$ cat src/rtl/flash_stat_pkg.sv
package flash_stat_pkg;

  typedef enum logic [2:0] {
    MODE_IDLE  = 3'd0,
    MODE_PROG  = 3'd1,
    MODE_ERASE = 3'd2,
    MODE_SUSP  = 3'd3,
    MODE_FAIL  = 3'd4
  } mode_e;

  localparam logic [1:0] OP_PROG  = 2'd0;
  localparam logic [1:0] OP_ERASE = 2'd1;
  localparam logic [1:0] OP_RESET = 2'd2;

  // Status byte bit positions read by host polling code
  localparam int BIT_GLOBAL = 6;
  localparam int BIT_FAIL   = 5;
  localparam int BIT_SECTOR = 2;

  typedef struct packed {
    logic capture;      // latch program address and data
    logic progCommit;   // write programmed byte
    logic eraseCommit;  // set selected sectors to erased
    logic flipGlobal;   // invert global toggle
    logic flipSector;   // invert sector toggle
    logic showStatus;   // this read returns status
    logic failFlag;     // timeout flag value
  } strobe_t;

endpackage

$ cat src/rtl/fstat_ctrl.sv
module fstat_ctrl
  import flash_stat_pkg::*;
#(
  parameter int NUM_SECT     = 8,
  parameter int ADDR_W       = 5,
  parameter int PROG_PULSES  = 3,
  parameter int ERASE_PULSES = 6,
  parameter int PULSE_LIMIT  = 10,
  localparam int SECT_W      = $clog2(NUM_SECT),
  localparam int CNT_W       = $clog2(PULSE_LIMIT + 1)
) (
  input  logic                clk,
  input  logic                rstN,
  input  logic                cmdValid,
  input  logic [1:0]          cmdOp,
  input  logic [NUM_SECT-1:0] cmdSectMask,
  input  logic                suspendReq,
  input  logic                resumeReq,
  input  logic                pulseTick,
  input  logic                rdEn,
  input  logic [ADDR_W-1:0]   rdAddr,
  input  logic                progBad,
  output strobe_t             stb,
  output mode_e               mode,
  output logic [CNT_W-1:0]    cnt,
  output logic [NUM_SECT-1:0] sectMask
);

  logic [SECT_W-1:0] rdSect;
  logic              selHit;
  logic [CNT_W-1:0]  cntNext;
  logic              tickLive, progEnd, eraseEnd, timeOut;
  logic              startProg, startErase, clearFail, activeRd;

  always_comb begin
    rdSect     = rdAddr[ADDR_W-1 -: SECT_W];
    selHit     = sectMask[rdSect];
    cntNext    = cnt + CNT_W'(1);
    tickLive   = pulseTick && (mode == MODE_PROG || mode == MODE_ERASE);
    progEnd    = tickLive && (mode == MODE_PROG) && !progBad &&
                 (cntNext == CNT_W'(PROG_PULSES));
    eraseEnd   = tickLive && (mode == MODE_ERASE) &&
                 (cntNext == CNT_W'(ERASE_PULSES));
    timeOut    = tickLive && !progEnd && !eraseEnd &&
                 (cntNext == CNT_W'(PULSE_LIMIT));
    startProg  = cmdValid && (mode == MODE_IDLE) && (cmdOp == OP_PROG);
    startErase = cmdValid && (mode == MODE_IDLE) && (cmdOp == OP_ERASE) &&
                 (|cmdSectMask);
    clearFail  = cmdValid && (mode == MODE_FAIL) && (cmdOp == OP_RESET);
    activeRd   = (mode == MODE_PROG) || (mode == MODE_ERASE) || (mode == MODE_FAIL);

    stb.capture     = startProg;
    stb.progCommit  = progEnd;
    stb.eraseCommit = eraseEnd;
    stb.flipGlobal  = rdEn && activeRd;
    stb.flipSector  = rdEn && selHit && (mode != MODE_IDLE);
    stb.showStatus  = rdEn && (activeRd || ((mode == MODE_SUSP) && selHit));
    stb.failFlag    = (mode == MODE_FAIL);
  end

  always_ff @(posedge clk) begin
    if (!rstN) begin
      mode     <= MODE_IDLE;
      cnt      <= '0;
      sectMask <= '0;
    end else begin
      if (tickLive) cnt <= cntNext;
      unique case (mode)
        MODE_IDLE: begin
          if (startProg) begin
            mode <= MODE_PROG;
            cnt  <= '0;
          end else if (startErase) begin
            mode     <= MODE_ERASE;
            cnt      <= '0;
            sectMask <= cmdSectMask;
          end
        end
        MODE_PROG: begin
          if (progEnd)      mode <= MODE_IDLE;
          else if (timeOut) mode <= MODE_FAIL;
        end
        MODE_ERASE: begin
          if (eraseEnd) begin
            mode     <= MODE_IDLE;
            sectMask <= '0;
          end else if (timeOut) begin
            mode <= MODE_FAIL;
          end else if (suspendReq) begin
            mode <= MODE_SUSP;
          end
        end
        MODE_SUSP: begin
          if (resumeReq) mode <= MODE_ERASE;
        end
        MODE_FAIL: begin
          if (clearFail) begin
            mode     <= MODE_IDLE;
            sectMask <= '0;
          end
        end
        default: mode <= MODE_IDLE;
      endcase
    end
  end

endmodule

$ cat src/rtl/fstat_dp.sv
module fstat_dp
  import flash_stat_pkg::*;
#(
  parameter int NUM_SECT = 8,
  parameter int ADDR_W   = 5,
  localparam int DEPTH   = 2 ** ADDR_W,
  localparam int BPS     = DEPTH / NUM_SECT
) (
  input  logic                clk,
  input  logic                rstN,
  input  strobe_t             stb,
  input  logic [ADDR_W-1:0]   cmdAddr,
  input  logic [7:0]          cmdData,
  input  logic [NUM_SECT-1:0] sectMask,
  input  logic                rdEn,
  input  logic [ADDR_W-1:0]   rdAddr,
  output logic                progBad,
  output logic [7:0]          rdData
);

  logic [DEPTH-1:0][7:0] mem;
  logic [ADDR_W-1:0]     progAddrQ;
  logic [7:0]            progDataQ;
  logic                  togGlobal, togSector;
  logic [7:0]            statusByte;

  always_comb begin
    progBad    = |(progDataQ & ~mem[progAddrQ]);
    statusByte = '0;
    statusByte[BIT_GLOBAL] = togGlobal;
    statusByte[BIT_FAIL]   = stb.failFlag;
    statusByte[BIT_SECTOR] = togSector;
  end

  always_ff @(posedge clk) begin
    if (!rstN) begin
      progAddrQ <= '0;
      progDataQ <= '0;
      togGlobal <= 1'b0;
      togSector <= 1'b0;
      rdData    <= '0;
    end else begin
      if (stb.capture) begin
        progAddrQ <= cmdAddr;
        progDataQ <= cmdData;
      end
      if (stb.flipGlobal) togGlobal <= ~togGlobal;
      if (stb.flipSector) togSector <= ~togSector;
      if (rdEn) rdData <= stb.showStatus ? statusByte : mem[rdAddr];
    end
  end

  always_ff @(posedge clk) begin
    for (int i = 0; i < DEPTH; i++) begin
      if (!rstN) begin
        mem[i] <= 8'hFF;
      end else if (stb.eraseCommit && sectMask[i / BPS]) begin
        mem[i] <= 8'hFF;
      end else if (stb.progCommit && (progAddrQ == ADDR_W'(i))) begin
        mem[i] <= mem[i] & progDataQ;
      end
    end
  end

endmodule

$ cat src/rtl/flash_erase_status.sv
module flash_erase_status
  import flash_stat_pkg::*;
#(
  parameter int NUM_SECT     = 8,
  parameter int ADDR_W       = 5,
  parameter int PROG_PULSES  = 3,
  parameter int ERASE_PULSES = 6,
  parameter int PULSE_LIMIT  = 10,
  localparam int CNT_W       = $clog2(PULSE_LIMIT + 1)
) (
  input  logic                clk,
  input  logic                rstN,
  input  logic                cmdValid,
  input  logic [1:0]          cmdOp,
  input  logic [ADDR_W-1:0]   cmdAddr,
  input  logic [7:0]          cmdData,
  input  logic [NUM_SECT-1:0] cmdSectMask,
  input  logic                suspendReq,
  input  logic                resumeReq,
  input  logic                pulseTick,
  input  logic                rdEn,
  input  logic [ADDR_W-1:0]   rdAddr,
  output logic [7:0]          rdData
);

  strobe_t             stb;
  mode_e               mode;
  logic [CNT_W-1:0]    cnt;
  logic [NUM_SECT-1:0] sectMask;
  logic                progBad;

  fstat_ctrl #(
    .NUM_SECT(NUM_SECT), .ADDR_W(ADDR_W), .PROG_PULSES(PROG_PULSES),
    .ERASE_PULSES(ERASE_PULSES), .PULSE_LIMIT(PULSE_LIMIT)
  ) u_ctrl (
    .clk(clk), .rstN(rstN), .cmdValid(cmdValid), .cmdOp(cmdOp),
    .cmdSectMask(cmdSectMask), .suspendReq(suspendReq), .resumeReq(resumeReq),
    .pulseTick(pulseTick), .rdEn(rdEn), .rdAddr(rdAddr), .progBad(progBad),
    .stb(stb), .mode(mode), .cnt(cnt), .sectMask(sectMask)
  );

  fstat_dp #(
    .NUM_SECT(NUM_SECT), .ADDR_W(ADDR_W)
  ) u_dp (
    .clk(clk), .rstN(rstN), .stb(stb), .cmdAddr(cmdAddr), .cmdData(cmdData),
    .sectMask(sectMask), .rdEn(rdEn), .rdAddr(rdAddr), .progBad(progBad),
    .rdData(rdData)
  );

endmodule

$ cat config.mk
export PLATFORM = sky130hd
export DESIGN_NAME = flash_erase_status
export DESIGN_NICKNAME = d
export VERILOG_FILES = /design/src/rtl/flash_stat_pkg.sv /design/src/rtl/fstat_ctrl.sv /design/src/rtl/fstat_dp.sv /design/src/rtl/flash_erase_status.sv
export SDC_FILE = /design/constraint.sdc
export NUM_CORES = 1
export LEC_CHECK = 0
export ABC_AREA = 0
export BUFFER_PORTS_ARGS = -buffer_cell sky130_fd_sc_hd__buf_2
export CORE_MARGIN = 2
export CORE_UTILIZATION = 45
export DETAILED_ROUTE_END_ITERATION = 6
export GPL_ROUTABILITY_DRIVEN = 0
export MAX_ROUTING_LAYER = met4
export PLACE_DENSITY_LB_ADDON = 0.1
export SLEW_MARGIN = 20
export SYNTH_ARGS = -nofsm -noshare
export SYNTH_HDL_FRONTEND = slang
export SYNTH_SLANG_ARGS = --single-unit
$ cat constraint.sdc
create_clock -name clk -period 4.4 [get_ports clk]
set_input_delay 0.88 -clock clk [delete_from_list [all_inputs] [get_ports clk]]
set_output_delay 0.88 -clock clk [all_outputs]
set_load 0.005 [all_outputs]
==> reports/results.tsv, run 1 <==
stage	metric	value	unit
status	status	complete, no violations	
critical_path	crit_path_end_kind	register	
grt	grtUsageMet3	0.06716	
place	place_hpwl	32260	um
timing	relSlewSlack	0.2563	
logic_synthesis	synth_edf_count	0	
logic_synthesis	ys_async_sr_fraction	0	
floorplan	fp.dieW	184.0	um
grt	antenna_found_initial	1	
clock_network	cts-buffers-inserted	34	
floorplan	initial_core_util	0.4596	
logic_synthesis	synth_top_area_cell	dfxtp_1	
grt	grt_max_degree	35	
floorplan	num_rows	65	
clock_network	clock_path_buffers	3	
critical_path	crit_arrival	4380	ps
logic_synthesis	syn_inst	1456	
timing	hold-worst-slack	468.0	ps
grt	first_global_vias	11140	
logic_synthesis	seq_area_frac_synth	0.4038	
floorplan	die-area	33850	um^2
finish	area_growth	11.82	%
logic_synthesis	avgSynthCellArea	10.01	um^2
grt	grtUsageMet2	0.4118	
routing	post_drt_wl_per_cell	24.32	um
power_and_ir_drop	leakage	5.372	nW
finish	fillers	2908	
timing	fmax	0.2543	GHz
timing	fin_crit	3933	ps
finish	fin_nets	1507	
floorplan	ios	43	
clock_network	cts_root_buf	clkbuf_16	
critical_path	path_max_fanout	17	
timing	tightest_slew	1113	ps
routing	ant_nets	0	
timing	hold_viol	0	
logic_synthesis	synth-main-ff-cell	dfxtp_1	
flow_run	cap_viol_max_count	0	
logic_synthesis	synthTopCellsByCount	dfxtp_1, nor2_1, a21oi_1	
clock_network	post_cts_resize_count	0	
grt	grt_pass1_wl	70630	um
critical_path	worstSetupStartpointType	register	
clock_network	clock_sinks	294	
clock_network	ctsHtreeMaxLevel	2	
logic_synthesis	netlist_area	14580	um^2
clock_network	clk_pin_slew_worst_paths	60	ps
timing	setup_tns	0	ps
finish	final_cells	1896	
timing	slew_violations	0	
logic_synthesis	yosysUniqueCellTypes	63	
routing	drc_errors	0	
power_and_ir_drop	p_total	6.453	mW
grt	grt_overflow_total	0	
finish	drive_above_1_share	0.2391	
timing	fin_skew	22.46	ps
routing	num_vias	11710	
clock_network	tritoncts	done	
logic_synthesis	synth_top_area_frac	0.4038	
logic_synthesis	ys_ff_latch	294	
power_and_ir_drop	ir_drop	0.2155	mV
hold_path	hp-class	register to register	
floorplan	core_region_area	31720	um^2
place	post-place-cells	1835	
finish	design_area	16300	um^2
critical_path	crit_type	register to register	
clock_network	clk_latency	530	ps
timing	period_share	0.8938	
clock_network	post-cts-setup-buffers	0	
routing	drt_iter0_markers	1134	
place	placed_cell_area	15220	um^2
power_and_ir_drop	cellPowerDensity	395.9	nW/um^2
place	io_buffer_count	42	
timing	setup_viol	0	
grt	top_usage_layer	met2	
routing	first_pass_iters	5	
floorplan	fp.dieH	184.0	um
logic_synthesis	yosys_warnings	0	
grt	track_usage	0.2862	
logic_synthesis	synth_nets	1494	
routing	wirelength	46110	um
clock_network	holdBufCountCts	0	
routing	viasPerCell	6.177	
logic_synthesis	synth_area_leaders	dfxtp_1, mux4_2, a21oi_1, nor2_1, nor4_4	
logic_synthesis	synth.most_common_cell	dfxtp_1	
timing	rsz0062_at_grt	false	
critical_path	worstPathRequired	4850	ps
grt	met1_usage	0.4050	
## flip-flops by register name, indices dropped and copies added, names as in the netlist
| signal | count |
|---|---|
| u_dp.togGlobal | 1 |
| u_dp.progAddrQ | 5 |
| u_dp.togSector | 1 |
| u_dp.rdData | 8 |
| u_ctrl.mode | 3 |
| u_ctrl.cnt | 4 |
| u_dp.progDataQ | 8 |
| u_ctrl.sectMask | 8 |
| u_dp.mem | 256 |
## area by class of cell
cell class,instances,area (um^2),share of cell area
clock buffer,48,943.4,0.05788
multi-input combinational,1006,7948,0.4876
tap,402,503.0,0.03086
inverter,28,105.1,0.006448
sequential,294,5893,0.3616
antenna,1,2.502,0.0001535
timing repair buffer,105,773.2,0.04744
clock inverter,12,131.4,0.008060
## cell families after synthesis
logic type               after synthesis  share of synthesized area
flip-flops                           294                     0.4038
buffers and inverters                156                    0.05373
adder cells (fa/ha/maj)                3                   0.002575
XOR/XNOR                               8                   0.004807
AND/OR/NAND/NOR                      459                     0.1574
multiplexers                         174                     0.2370
AO/OA/AOI/OAI                        362                     0.1407
## cells in the final DEF, fill, tap and decap left out, types with 5 or more instances in the layout
master | Yosys | layout
dfxtp_1 | 294 | 292
nor2_1 | 260 | 256
a21oi_1 | 256 | 256
mux4_2 | 129 | 129
nand2_1 | 75 | 75
buf_4 | 16 | 57
buf_2 | 21 | 41
o21ai_0 | 34 | 34
clkbuf_16 | 0 | 34
inv_1 | 26 | 26
mux2i_1 | 26 | 26
nor4_1 | 24 | 24
nand3_1 | 20 | 20
a21oi_2 | 20 | 20
nand2b_1 | 16 | 16
nor4_4 | 15 | 15
mux2_2 | 14 | 14
clkbuf_1 | 56 | 10
a22oi_1 | 8 | 8
o22ai_1 | 7 | 7
buf_12 | 2 | 7
nor2b_1 | 12 | 6
a22o_1 | 6 | 6
nor2b_2 | 0 | 6
clkinv_2 | 0 | 6
mux4_1 | 5 | 5
nor3_1 | 5 | 5
xor2_1 | 5 | 5
or3_1 | 5 | 5
## power by group
part	leakage [nW]	switching (mW)	internal, mW
Clock	0.527	1.15	1.62
Sequential	2.38	0.0999	2.72
Combinational	2.46	0.541	0.318
## metrics by stage
step / worst slack, ps / util
floorplan: 1005 / -
global placement: 552.1 / 0.4799
detailed placement: 501.7 / 0.4799
CTS: 469.4 / 0.5138
global route: 177.1 / 0.5139
finish: 467.2 / 0.5139
## path summary, 6_finish.rpt
path	start	endpoint	slack, ps	cells after the start
min reg2reg	u_dp.rdData[1]	u_dp.rdData[1]	470	2
max reg2reg	u_dp.progAddrQ[0]	u_dp.mem[243]	470	10
max	u_dp.progAddrQ[0]	u_dp.mem[243]	470	10
min	u_dp.rdData[1]	u_dp.rdData[1]	470	2
## per-layer routing
metal | vias to the layer above | wire length (um)
li1 | 5322 | -
met1 | 5830 | 21180
met2 | 470 | 20030
met3 | 89 | 3731
met4 | 0 | 1171
met5 | - | 0
## worst max-delay path, cell delays in order (launching register included)
cell       delay (ps)
dfxtp_4           580
buf_4             340
mux4_1            630
mux2_2            290
a2111oi_0         850
a211oi_2          110
nand4_4           330
buf_12            210
nor4_4             60
buf_4             230
a21oi_1           180
No activity file was read; power rests on OpenSTA's default activity.
==> run 2, diff against run 1 <==
- clock period: 4.4 -> 4.2 ns (I/O delays scaled with it)
==> reports/results.tsv, run 2 (synthesized netlist as in run 1, its figures left out) <==
stage	metric	value	unit
critical_path	regToRegStartpoint	u_dp.progAddrQ[1]	
clock_network	cts_root_buf	clkbuf_16	
grt	grt_max_degree	41	
routing	top_layer	met4	
routing	ant_nets	0	
clock_network	holdBufCountCts	0	
critical_path	slowest_delay	840	ps
grt	antenna_found_initial	0	
finish	largest_reg_flops	256	
critical_path	r2r_slack	370	ps
critical_path	cpMaxStageDelayCell	nor4_4	
hold_path	hp-class	register to register	
routing	route.met3.wl	3989	um
hold_path	hp-start	u_dp.rdData[0]	
power_and_ir_drop	cellPowerDensity	417.9	nW/um^2
critical_path	critPathBufInv	2	
finish	fin_nets	1521	
timing	fin_skew	19.21	ps
floorplan	ios	43	
routing	wl_met1	21160	um
critical_path	crit_path_end_kind	register	
clock_network	post-cts-setup-buffers	0	
routing	first_pass_iters	5	
finish	area_growth	12.78	%
routing	drc_errors	0	
timing	tightest_slew	1104	ps
critical_path	path_max_fanout	31	
timing	setup_slack	372.0	ps
critical_path	crit_type	register to register	
timing	setup_viol	0	
place	post-place-ws	410.2	ps
timing	slew_violations	0	
floorplan	fp.dieH	184.0	um
clock_network	tritoncts	done	
grt	grt_overflow_total	0	
timing	fin_crit	3828	ps
power_and_ir_drop	ir_drop	0.2130	mV
hold_path	hold_depth	2	
status	status	complete, no violations	
clock_network	clk_pin_slew_worst_paths	60	ps
clock_network	clock_sinks	294	
timing	relSlewSlack	0.2605	
critical_path	critPathTopFamily	simple AND/OR/NAND/NOR gates	
timing	rsz0062_at_grt	false	
place	place_hpwl	31860	um
grt	first_global_vias	11170	
finish	final_cell_mix	dfxtp_1, nor2_1, a21oi_1	
floorplan	fp.dieW	184.0	um
critical_path	worstPathRequired	4560	ps
critical_path	path_cells	buf_4 > mux4_2 > mux2i_1 > o2111a_1 > a211oi_2 > nand4_4 > buf_12 > nor4_4 > a21oi_1	
routing	post_drt_wl_per_cell	24.03	um
floorplan	num_rows	65	
critical_path	crit_arrival	4190	ps
place	post-place-cells	1848	
place	io_buffer_count	42	
timing	period_share	0.9114	
finish	final_cells	1910	
clock_network	post_cts_resize_count	0	
floorplan	core_region_area	31720	um^2
critical_path	r2r-end	u_dp.mem[26]	
timing	fmax	0.2612	GHz
critical_path	worstSetupStartpointType	register	
floorplan	die-area	33850	um^2
power_and_ir_drop	leakage	5.465	nW
routing	wirelength	45900	um
finish	antenna_cells	0	
routing	met2_length	19980	um
routing	drt_iter0_markers	1112	
clock_network	ctsHtreeMaxLevel	2	
clock_network	cts-buffers-inserted	35	
clock_network	clock_path_buffers	3	
flow_run	cap_viol_max_count	0	
timing	hold_viol	0	
grt	track_usage	0.2848	
grt	grt_pass1_wl	70550	um
finish	final_common_cell	dfxtp_1	
routing	viasPerCell	6.207	
routing	num_vias	11860	
floorplan	initial_core_util	0.4596	
hold_path	min_to	u_dp.rdData[0]	
finish	regMostFlops	u_dp.mem	
clock_network	clk_latency	520	ps
critical_path	r2r_cells	9	
finish	drive_above_1_share	0.2473	
timing	setup_tns	0	ps
-- run 2: worst max-delay path by stage --
stage,endpoint,depth (start not counted),from,slack (ps)
5_1_grt,u_dp.mem[8],9,u_dp.progAddrQ[1],190
3_3_place_gp,u_dp.mem[7],9,u_dp.progAddrQ[1],430
2_1_floorplan,u_dp.rdData[5],7,rdAddr[0],840
6_report,u_dp.mem[26],9,u_dp.progAddrQ[1],370
4_1_cts,u_dp.mem[103],9,u_dp.progAddrQ[1],400
3_5_place_dp,u_dp.mem[114],9,u_dp.progAddrQ[1],410
-- run 2: metal layers --
metal / global-route usage / vias to the layer above
met5: - / -
met4: 0.05472 / 0
met3: 0.05765 / 72
met2: 0.4155 / 488
met1: 0.4124 / 5950
li1: - / 5345
-- run 2: tightest hold or removal path: cells and delay by family, from the launching register on --
kind	cells	cell delay, ps
AOI/OAI and AO/OA	1	50
DFF	1	310
and+or+nand+nor	1	60
-- run 2: metrics by stage --
stage / hold WS (ps) / instance area [um^2] / total power, mW / utilization
floorplan: 438.7 / 14580 / 3.615 / -
global placement: 454.0 / 15310 / 3.932 / 0.4826
detailed placement: 460.4 / 15310 / 3.933 / 0.4826
CTS: 469.0 / 16440 / 6.917 / 0.5183
global route: 483.0 / 16440 / 7.141 / 0.5183
finish: 466.5 / 16440 / 6.871 / 0.5183
-- run 2: layout make-up --
cell class,count,area (um^2)
Fill cell,2924,15280
Multi-Input combinational cell,1006,7935
Sequential cell,294,5893
Clock buffer,47,1012
Timing Repair Buffer,118,870.8
Tap cell,402,503.0
Clock inverter,15,120.1
Inverter,28,105.1
-- run 2: power by group --
| group | switching (mW) | internal [mW] |
|---|---|---|
| Sequential | 0.104 | 2.85 |
| Combinational | 0.575 | 0.352 |
| Clock | 1.23 | 1.76 |
